<file path="config.mk">
export PLATFORM = sky130hd
export DESIGN_NAME = pump_pwr_ctrl
export DESIGN_NICKNAME = d
export VERILOG_FILES = /design/src/rtl/pump_pkg.sv /design/src/rtl/pump_rst_sync.sv /design/src/rtl/pump_presc.sv /design/src/rtl/pump_dcnt.sv /design/src/rtl/pump_pwr_ctrl.sv
export SDC_FILE = /design/constraint.sdc
export NUM_CORES = 1
export LEC_CHECK = 0
export BUFFER_PORTS_ARGS = -buffer_cell sky130_fd_sc_hd__buf_4
export CAP_MARGIN = 20
export CORE_MARGIN = 2
export CORE_UTILIZATION = 47
export DETAILED_ROUTE_END_ITERATION = 7
export PLACE_DENSITY = 0.75
export SLEW_MARGIN = 20
export SYNTH_ARGS = -nofsm -noshare
export SYNTH_HDL_FRONTEND = slang
export SYNTH_SLANG_ARGS = --single-unit
</file>
<file path="constraint.sdc">
create_clock -name clk -period 0.9 [get_ports clk]
set_input_delay 0.09 -clock clk [delete_from_list [all_inputs] [get_ports clk]]
set_output_delay 0.09 -clock clk [all_outputs]
set_load 0.005 [all_outputs]
</file>
<file path="src/rtl/pump_pkg.sv">
package pump_pkg;
  typedef enum logic [1:0] {
    PS_SLEEP = 2'b00,
    PS_WAKE  = 2'b01,
    PS_ON    = 2'b10
  } pump_st_e;

  localparam logic [1:0] BK_SLEEP   = 2'b00;
  localparam logic [1:0] BK_STANDBY = 2'b01;

  function automatic logic bank_busy(input logic [1:0] st);
    return st != BK_SLEEP;
  endfunction

  function automatic logic bank_act(input logic [1:0] st);
    return st[1];
  endfunction
endpackage

</file>
<file path="src/rtl/pump_rst_sync.sv">
module pump_rst_sync #(
  parameter int STAGES = 2
) (
  input  logic clk,
  input  logic rst_n,
  output logic rst_n_sync
);
  logic [STAGES-1:0] shf_q;

  always_ff @(posedge clk or negedge rst_n) begin
    if (!rst_n) shf_q <= '0;
    else        shf_q <= {shf_q[STAGES-2:0], 1'b1};
  end

  assign rst_n_sync = shf_q[STAGES-1];
endmodule

</file>
<file path="src/rtl/pump_presc.sv">
module pump_presc #(
  parameter int PDIV_W = 4
) (
  input  logic              clk,
  input  logic              rst_n,
  input  logic              clr,
  input  logic [PDIV_W-1:0] div,
  output logic              tick
);
  logic [PDIV_W-1:0] pc_q, pc_d;

  assign tick = (pc_q == div);

  always_comb begin
    if (clr || tick) pc_d = '0;
    else             pc_d = pc_q + 1'b1;
  end

  always_ff @(posedge clk or negedge rst_n) begin
    if (!rst_n) pc_q <= '0;
    else        pc_q <= pc_d;
  end
endmodule

</file>
<file path="src/rtl/pump_dcnt.sv">
module pump_dcnt #(
  parameter int W = 8
) (
  input  logic         clk,
  input  logic         rst_n,
  input  logic         load,
  input  logic [W-1:0] init,
  input  logic         dec,
  output logic         zero
);
  logic [W-1:0] cnt_q, cnt_d;
  logic         en;

  assign zero = (cnt_q == '0);
  assign en   = load || (dec && !zero);

  always_comb begin
    if (load) cnt_d = init;
    else      cnt_d = cnt_q - 1'b1;
  end

  always_ff @(posedge clk or negedge rst_n) begin
    if (!rst_n)  cnt_q <= '0;
    else if (en) cnt_q <= cnt_d;
  end
endmodule

</file>
<file path="src/rtl/pump_pwr_ctrl.sv">
module pump_pwr_ctrl
  import pump_pkg::*;
#(
  parameter int NBANK   = 2,
  parameter int WDLY_W  = 8,
  parameter int PDIV_W  = 4,
  parameter int GRACE_W = 10
) (
  input  logic               clk,
  input  logic               rst_n,
  input  logic [1:0]         bank_st_a,
  input  logic [1:0]         bank_st_b,
  input  logic [NBANK-1:0]   acc_req,
  input  logic               pe_req,
  input  logic               sleep_en_a,
  input  logic               sleep_en_b,
  input  logic [WDLY_W-1:0]  wake_dly,
  input  logic [PDIV_W-1:0]  presc_div,
  input  logic [GRACE_W-1:0] grace_cnt,
  output logic               pump_mode,
  output logic               pump_ready,
  output logic [NBANK-1:0]   acc_gnt,
  output logic               pe_gnt
);
  pump_st_e st_q, st_d;
  logic     rst_n_i;
  logic     any_req, any_busy, any_act, demand, hold_grace, sleep_ok;
  logic     tick, wake_zero, grace_zero;

  pump_rst_sync #(.STAGES(2)) u_rst (
    .clk        (clk),
    .rst_n      (rst_n),
    .rst_n_sync (rst_n_i)
  );

  assign any_req    = (|acc_req) || pe_req;
  assign any_busy   = bank_busy(bank_st_a) || bank_busy(bank_st_b);
  assign any_act    = bank_act(bank_st_a) || bank_act(bank_st_b);
  assign demand     = any_req || any_busy;
  assign hold_grace = (st_q != PS_ON) || any_act || any_req;
  assign sleep_ok   = sleep_en_a && sleep_en_b && !any_busy;

  pump_presc #(.PDIV_W(PDIV_W)) u_presc (
    .clk   (clk),
    .rst_n (rst_n_i),
    .clr   (st_q != PS_WAKE),
    .div   (presc_div),
    .tick  (tick)
  );

  pump_dcnt #(.W(WDLY_W)) u_wake (
    .clk   (clk),
    .rst_n (rst_n_i),
    .load  (st_q == PS_SLEEP),
    .init  (wake_dly),
    .dec   ((st_q == PS_WAKE) && tick),
    .zero  (wake_zero)
  );

  pump_dcnt #(.W(GRACE_W)) u_grace (
    .clk   (clk),
    .rst_n (rst_n_i),
    .load  (hold_grace),
    .init  (grace_cnt),
    .dec   (1'b1),
    .zero  (grace_zero)
  );

  always_comb begin
    st_d = st_q;
    unique case (st_q)
      PS_SLEEP: if (demand) st_d = PS_WAKE;
      PS_WAKE:  if (wake_zero) st_d = PS_ON;
      PS_ON:    if (!hold_grace && grace_zero && sleep_ok) st_d = PS_SLEEP;
      default:  st_d = PS_SLEEP;
    endcase
  end

  always_ff @(posedge clk or negedge rst_n_i) begin
    if (!rst_n_i) st_q <= PS_SLEEP;
    else          st_q <= st_d;
  end

  assign pump_mode  = (st_q != PS_SLEEP);
  assign pump_ready = (st_q == PS_ON);
  assign acc_gnt    = acc_req & {NBANK{pump_ready}};
  assign pe_gnt     = pe_req && pump_ready;
endmodule

</file>
== Yosys cells after proc, flatten, opt, wreduce, memory -nomap -nowiden ==
Index checks and enable logic that the tools add are counted.
Cells by class
  add/subtract/negate cells: 3
  $mul: 0
  divide/modulo/power cells: 0
  magnitude comparators: 0
  equality and inequality tests: 8
  shifts and indexed selects: 0
  muxes and demuxes: 7
  bitwise logic cells: 1
  reduce and logical (&&, ||, !) cells: 28
Operators by type and width (count)
  $logic_not A10 Y1: 1
  $mux W10: 1
  $sub A10 B1 Y10 const B: 1
  $logic_or A1 B1 Y1: 9
  $logic_not A8 Y1: 1
  $mux W8: 1
  $sub A8 B1 Y8 const B: 1
  $logic_and A1 B1 Y1: 7
  $mux W2: 3
  $ne A2 B1 Y1 const B: 3
  $pmux W2 S3: 1
  $reduce_bool A2 Y1: 3
  $add A4 B1 Y4 const B: 1
  $eq A4 B4 Y1: 1
  $logic_not A1 Y1: 4
  $mux W4: 1
  $ne A2 B2 Y1 const B: 2
  $reduce_and A3 Y1: 1
  $and A2 B2 Y2: 1
  $eq A2 B1 Y1 const B: 1
  $eq A2 B2 Y1 const B: 1
  $logic_not A2 Y1: 1
  $reduce_or A2 Y1: 1
Word-level totals
  flip-flop bits (word level): 26
  bits in latches: 0
  bits in writable memories: 0
  ROM bits: 0
  bits of input ports: 33
  output and inout port bits: 5
  logic and storage cells: 52
  memories: 0

== Longest topological paths before layout ==
Gate-level depths: netlist (run 1).
  depth after elaboration: 8
  gate-level depth with buffers: 7
  depth with buffers taken out: 7

== Cells and area by module ==
A second synthesis (run 1) with hierarchy kept.
Unflattened totals
  cell total of the unflattened synthesis: 171
  area total of the unflattened synthesis: 1640.3 µm²
By module, submodules not included
  pump_dcnt (u_grace): instances 1, cells each 70, area an instance 671.9 µm², sequential area each 250.2 µm²
  pump_dcnt (u_wake): instances 1, cells each 58, area an instance 528.0 µm², sequential area each 200.2 µm²
  pump_presc: instances 1, cells each 17, area an instance 214.0 µm², sequential area each 100.1 µm²
  pump_pwr_ctrl: instances 1, cells each 23, area an instance 172.7 µm², sequential area each 50.0 µm²
  pump_rst_sync: instances 1, cells each 3, area an instance 53.8 µm², sequential area each 50.0 µm²

== Worst setup path before layout (run 1) ==
OpenSTA, ideal clock, no wires.
  kind: reg2reg
  start point: register u_grace.cnt_q[0]
  end point: register u_grace.cnt_q[8]
  setup time: 0.077 ns
  arrival time: 1.870 ns
  required time: 0.823 ns
  setup slack: -1.047 ns
  stages on the path, launching flop included: 8
  buffers on the path: 0
  clock period less this slack: 1.947 ns
  cell sequence: dfrtp_1 inv_1 ha_1 or4b_4 or4_4 nor3b_2 a21oi_1 a21oi_1
On the way
  cells in the longest elaborated chain, start to end: 3
  elaborated cells between the ends (all ways): 5
  those cells by class: add/sub (1); mux (1); reduce/logical (3)
RTL lines
  start, declared: RTL line pump_dcnt.sv:11  | logic [W-1:0] cnt_q, cnt_d;
  start signal, assigned: RTL line pump_dcnt.sv:24  | else if (en) cnt_q <= cnt_d;
  parallel branches: the longest is 3 deep, another holds $sub A10 B1 Y10
Several ways; the timed one is not identified.
A chain may end at the register's enable or synchronous reset.

== Final worst setup path (run 1) ==
  start point: register u_grace.cnt_q[1]
  end point: register u_grace.cnt_q[8]
Same word-level chain as after synthesis.

==> impl_metrics.py, run 1 <==
metrics = {
    "status": {
        "status": "complete, but fails checks",
        "violations": "setup timing",
    },
    "synthesis": {
        "synth_edf_count": 0,
        "synth_top_area_share": 0.4403,
        "synth_area_leaders": "dfrtp_1 (44%), xor2_1 (6.5%), nand2_1 (5.1%)",
        "async_reset_ff_frac": 1.000,
        "synth_ff_type": "dfrtp_1",
        "yosysMostFrequentCell": "dfrtp_1",
        "yosysSeqAreaShare": 0.4403,
        "syn-num-nets": 203,
        "synth_commonest_cells": "dfrtp_1 (26), nand2_1 (20), nor2_1 (20), o21ai_0 (13), xor2_1 (11)",
        "synth_top_area_cell": "dfrtp_1",
        "syn_area_per_cell_um2": 8.902,
        "synth_area_mm2": 0.001478,
        "ys_warn_count": 0,
        "ys_ff_latch": 26,
        "synthCells": 166,
        "synthDistinctLibCells": 35,
    },
    "die": {
        "io_pins": 38,
        "core_area_mm2": 0.003028,
        "die-area_mm2": 0.003608,
        "die_height_um": 60.07,
        "die_w_um": 60.07,
        "rows": 20,
        "start_util": 0.4880,
    },
    "setup_path": {
        "crit_fanout": 5,
        "cp-start-kind": "flop",
        "critPathKind": "reg -> reg",
        "critPathRequiredTime_ns": 1.18,
        "setup.worst_path.end_class": "flop",
        "worstPathArrival_ns": 2.34,
    },
    "timing": {
        "setup_slack_ns": -1.165,
        "clock_skew_ns": 0.005802,
        "setup_viol": 29,
        "finalHoldViolations": 0,
        "holdWs_ns": 0.01013,
        "post-route-period-util": 2.295,
        "maxSlewViolCount": 0,
        "fmax_mhz": 484.2,
        "rsz0062_at_grt": "true",
        "period_minus_slack_ns": 2.065,
    },
    "grt": {
        "grt_usage": 0.2707,
        "grt_start_max_net_pins": 16,
        "grt_pass1_vias": 1650,
        "gr-total-overflow": 0,
        "antenna_found_initial": 0,
        "grt_pass1_wl_mm": 7.182,
    },
    "cts": {
        "insertion_delay_ns": 0.34,
        "cts.path.max_buffers": 2,
        "cts_inserted_buffers": 3,
        "htree_levels": 1,
        "clock-root-buffer": "clkbuf_4",
        "clkSlewWorstSetupHoldPaths_ns": 0.16,
        "cts_tree": "done",
        "clock_sinks": 26,
    },
    "place": {
        "dp_slack_ns": -1.068,
        "placement.io_buffers": 37,
        "routabilityCongestion": 0.8677,
        "dp_hpwl_mm": 2.865,
    },
    "routing": {
        "ant_nets": 0,
        "drt-initial-drc-count": 170,
        "firstDrtPassIters": 4,
        "drc_errors": 0,
        "routed_wirelength_mm": 5.970,
        "routedWlPerCell_um": 18.20,
        "via_per_inst": 5.576,
        "num_vias": 1829,
    },
    "layout": {
        "fillCellCount": 102,
        "finalNetCount": 322,
        "antenna-diode-count": 0,
        "area_growth_syn_to_layout_pct": 88.82,
        "drive_gt1_frac": 0.5493,
    },
    "power_and_ir_drop": {
        "peakVddDrop_mv": 2.297,
        "p_per_area_mw_per_mm2": 2118,
        "leakage_nw": 1.269,
    },
    "flow_run": {
        "maxCapViolCount": 0,
    },
    "min_path": {
        "hp-class": "in -> reg",
    },
}
routing by layer:
metal	vias up	global-route usage	wire (um)
met2	106	0.4860	2986
met5	-	0	0
met1	889	0.3131	2315
li1	803	-	-
met3	31	0.04329	393
met4	0	0.1206	276
registers in the layout (all words and copies together), names as in the netlist:
| register | count |
|---|---|
| u_grace.cnt_q | 10 |
| u_wake.cnt_q | 8 |
| u_presc.pc_q | 4 |
| st_q | 2 |
| u_rst.shf_q | 2 |
final cells by class:
type | instances | area (um^2) | share of cell area
well taps | 44 | 55.05 | 0.01973
flip-flops and latches | 26 | 650.6 | 0.2332
clock buffers | 3 | 22.52 | 0.008072
repair buffers | 117 | 980.9 | 0.3516
multi-input cells | 127 | 1013 | 0.3632
inverters | 10 | 37.54 | 0.01345
clock inverters | 1 | 30.03 | 0.01076
worst max-delay path, stage by stage (launching register included):
cell and delay (ns):
dfrtp_1 0.44, inv_2 0.09, ha_4 0.12, or4b_4 0.50
or4_4 0.45, nor3b_2 0.19, a21oi_1 0.07, a21oi_1 0.15
cell usage in the layout, fill, tap and decap left out, types with 3 or more instances in the layout:
cell type / count
buf_4: 87
dfrtp_1: 26
nand2_1: 18
dlygate4sd3_1: 15
nor2_1: 14
buf_6: 14
o21ai_1: 13
xor2_1: 7
inv_2: 6
a21oi_1: 6
xnor2_1: 5
xor2_2: 4
inv_1: 4
nor2_2: 4
a21oi_2: 4
and2_4: 3
nand3_1: 3
or4_1: 3
clkbuf_4: 3
through the flow:
step / cell area (um^2) / instances / TNS (ns) / power (mW) / util
3_5_place_dp: 2223 / 290 / -19.79 / 4.222 / 0.7343
4_1_cts: 2589 / 319 / -22.66 / 5.407 / 0.8550
2_1_floorplan: 1558 / 166 / -16.15 / 3.089 / -
3_3_place_gp: 2223 / 290 / -18.68 / 4.078 / 0.7343
5_1_grt: 2790 / 328 / -25.24 / 6.209 / 0.9215
6_report: 2790 / 328 / -24.01 / 5.909 / 0.9215
report_power, final:
part | switching (mW) | internal (mW) | total (mW)
Clock | 0.393 | 0.451 | 0.844
Sequential | 0.350 | 1.49 | 1.84
Combinational | 1.55 | 1.68 | 3.23
final timing paths:
check,depth (start not counted),startpoint,end,slack (ns)
max in group asynchronous,1,u_rst.shf_q[1]$_DFF_PN0_,u_wake.cnt_q[3]$_DFFE_PN0P_,0.47
hold reg to reg,1,u_rst.shf_q[1]$_DFF_PN0_,u_grace.cnt_q[2]$_DFFE_PN0P_,0.23
setup / recovery,7,u_grace.cnt_q[1]$_DFFE_PN0P_,u_grace.cnt_q[8]$_DFFE_PN0P_,-1.17
setup reg to reg,7,u_grace.cnt_q[1]$_DFFE_PN0P_,u_grace.cnt_q[8]$_DFFE_PN0P_,-1.17
min in group asynchronous,2,rst_n,u_rst.shf_q[0]$_DFF_PN0_,0.04
hold / removal,3,wake_dly[2],u_wake.cnt_q[2]$_DFFE_PN0P_,0.01
cell families after synthesis:
kind of cell             after synthesis  synth area share
multiplexers                           1          0.006774
XOR/XNOR                              17            0.1008
adder cells (fa/ha/maj)                4           0.03387
buffers and inverters                 13           0.03303
flip-flops                            26            0.4403
AO/OA/AOI/OAI                         31            0.1143
other                                  1          0.002538
AND/OR/NAND/NOR                       73            0.2684
repair_timing:
action                                  in CTS  in global routing
hold endpoints to repair                    15                  1
gates resized for setup                     24                 35
pin swaps                                   12                 19
endpoints found under the setup margin      29                 29
hold buffers                                14                  1
buffers inserted                            11                  9
Power figures use the tool's default switching activity.
==> run 2, diff against run 1 <==
CORE_MARGIN = 4   (was 2)
==> run 2 against run 1 <==
  * The flow finishes with violations (hold timing, setup timing)
  * Clock-buffer cell count unchanged
  * Global-route usage decreased by 0.15 points
  * Flip-flop and latch count unchanged
  * Register-to-register slack got worse by 0.11 ns
  * Final area increased by 1.8%
  * Combinational power increased by 9.9%
  * Die area increased by 14%
  * Maximum frequency decreased by 5.0%
  * Clock skew increased by 0.0035 ns
  * Setup slack got worse by 0.11 ns
  * Critical path depth increased by 2
  * Utilization increased by 1.7 points
  * Critical endpoint is now u_grace.cnt_q[3]$_DFFE_PN0P_
  * Largest cell class unchanged
  * Largest power group unchanged
==> impl_metrics.py, run 2 (synthesized netlist as in run 1, its figures left out) <==
metrics = {
    "timing": {
        "finalSetupTns_ns": -26.17,
        "clock_skew_ns": 0.009284,
        "finalHoldViolations": 1,
        "rsz0062_at_grt": "true",
        "setup_viol": 29,
        "setup_slack_ns": -1.274,
        "fmax_mhz": 460.1,
        "period_minus_slack_ns": 2.174,
        "maxSlewViolCount": 0,
        "holdWs_ns": -0.0001541,
        "post-route-period-util": 2.415,
    },
    "setup_path": {
        "crit_buf_inv": 3,
        "cp_cell_sequence": "inv_2 -> ha_4 -> or4b_4 -> buf_6 -> nor3_4 -> buf_12 -> nor4_4 -> xnor2_1 -> o21ai_1",
        "critPathRequiredTime_ns": 1.16,
        "setup.worst_path.end_class": "flop",
        "r2r_cells": 9,
        "crit_fanout": 6,
        "critPathKind": "reg -> reg",
        "worstReg2RegEnd": "u_grace.cnt_q[3]$_DFFE_PN0P_",
        "rr_startpoint": "u_grace.cnt_q[1]$_DFFE_PN0P_",
        "reg2reg_slack_ns": -1.27,
        "path_delay_family": "simple AND/OR/NAND/NOR gates",
        "cpMaxStageDelayCell": "or4b_4",
        "cp-start-kind": "flop",
        "max_stage_delay_ns": 0.50,
        "worstPathArrival_ns": 2.43,
    },
    "layout": {
        "stdcell_area_mm2": 0.002840,
        "area_growth_syn_to_layout_pct": 92.21,
        "antenna-diode-count": 0,
        "mostFrequentLayoutCells": "buf_4 (82), dfrtp_1 (26), buf_6 (18)",
        "largest-register": "u_grace.cnt_q",
        "drive_gt1_frac": 0.5618,
        "largest_register_ffs": 10,
        "finalNetCount": 321,
        "final_cells": 327,
        "layout_commonest_cell": "buf_4",
        "fin_util": 0.9380,
        "top_regs": "u_grace.cnt_q: 10 flops, u_wake.cnt_q: 8 flops, u_presc.pc_q: 4 flops",
    },
    "power_and_ir_drop": {
        "leakage_nw": 1.274,
        "peakVddDrop_mv": 2.342,
        "p_per_area_mw_per_mm2": 2208,
        "fin_total_pwr_mw": 6.270,
    },
    "flow_run": {
        "maxCapViolCount": 0,
    },
    "grt": {
        "grt_usage": 0.2692,
        "grt_pass1_vias": 1851,
        "gr-total-overflow": 0,
        "antenna_found_initial": 0,
        "grt_start_max_net_pins": 16,
        "grt_pass1_wl_mm": 8.452,
    },
    "die": {
        "rows": 20,
        "core_area_mm2": 0.003028,
        "die_height_um": 64.07,
        "die-area_mm2": 0.004105,
        "io_pins": 38,
        "start_util": 0.4880,
        "die_w_um": 64.07,
    },
    "cts": {
        "clkSlewWorstSetupHoldPaths_ns": 0.16,
        "cts_tree": "done",
        "insertion_delay_ns": 0.35,
        "cts.path.max_buffers": 2,
        "cts_inserted_buffers": 3,
        "htree_levels": 1,
        "clock_sinks": 26,
        "clock-root-buffer": "clkbuf_4",
    },
    "min_path": {
        "hold_path_depth": 3,
        "hp-class": "in -> reg",
        "hold_start": "wake_dly[1]",
        "min_to": "u_wake.cnt_q[1]$_DFFE_PN0P_",
    },
    "routing": {
        "drt-initial-drc-count": 190,
        "ant_nets": 0,
        "drc_errors": 0,
        "firstDrtPassIters": 5,
        "routed_wirelength_mm": 6.888,
        "num_vias": 1906,
        "routedWlPerCell_um": 21.06,
        "via_per_inst": 5.829,
    },
    "status": {
        "status": "complete, but fails checks",
        "violations": "hold timing, setup timing",
    },
    "place": {
        "routabilityCongestion": 0.8425,
        "place_inst": 286,
        "dp_hpwl_mm": 2.833,
        "dp_slack_ns": -1.099,
        "placement.io_buffers": 37,
        "placedInstanceArea_mm2": 0.002193,
    },
}
[run 2: worst max path at each step]
stage / start / end / slack [ns] / depth (start not counted)
CTS: u_grace.cnt_q[0]$_DFFE_PN0P_ / u_grace.cnt_q[8]$_DFFE_PN0P_ / -1.09 / 7
finish: u_grace.cnt_q[1]$_DFFE_PN0P_ / u_grace.cnt_q[3]$_DFFE_PN0P_ / -1.27 / 9
global route: u_grace.cnt_q[1]$_DFFE_PN0P_ / u_grace.cnt_q[8]$_DFFE_PN0P_ / -1.32 / 7
detailed placement: u_grace.cnt_q[0]$_DFFE_PN0P_ / u_grace.cnt_q[8]$_DFFE_PN0P_ / -1.10 / 7
global placement: u_grace.cnt_q[0]$_DFFE_PN0P_ / u_grace.cnt_q[7]$_DFFE_PN0P_ / -1.02 / 7
floorplan: u_grace.cnt_q[0]$_DFFE_PN0P_ / u_grace.cnt_q[8]$_DFFE_PN0P_ / -1.01 / 7
[run 2: where the power goes]
part	total (mW)	switching (mW)	leakage [nW]	internal, mW
logic	3.55	1.75	0.938	1.79
registers	1.86	0.374	0.308	1.49
clock network	0.860	0.408	0.0279	0.452
total	6.27	2.54	1.27	3.73
[run 2: tightest hold or removal path: stages]
cell,delay (ns)
buf_4,0.08
nor2_1,0.05
a21oi_2,0.10
[run 2: area by class of cell]
type,count,area (um^2)
clock inverter,1,30.03
fill,96,187.7
multi-input combinational,127,1056
clock buffer,3,22.52
tap,44,55.05
sequential,26,650.6
inverter,10,37.54
timing repair buffer,116,988.4
[run 2: what timing repair did]
item                                    in CTS  in global routing
endpoints found under the setup margin      29                 29
buffers inserted                            16                  8
gates resized for setup                     43                 27
hold endpoints to repair                    16                  0
hold buffers                                15                  0
pin swaps                                   28                 21
[run 2: layer usage]
metal	track usage	vias to the layer above	wire (um)
met2	0.4723	160	3408
met3	0.04042	47	647
met4	0.1456	0	388
met1	0.3122	899	2443
li1	-	800	-
met5	0	-	0
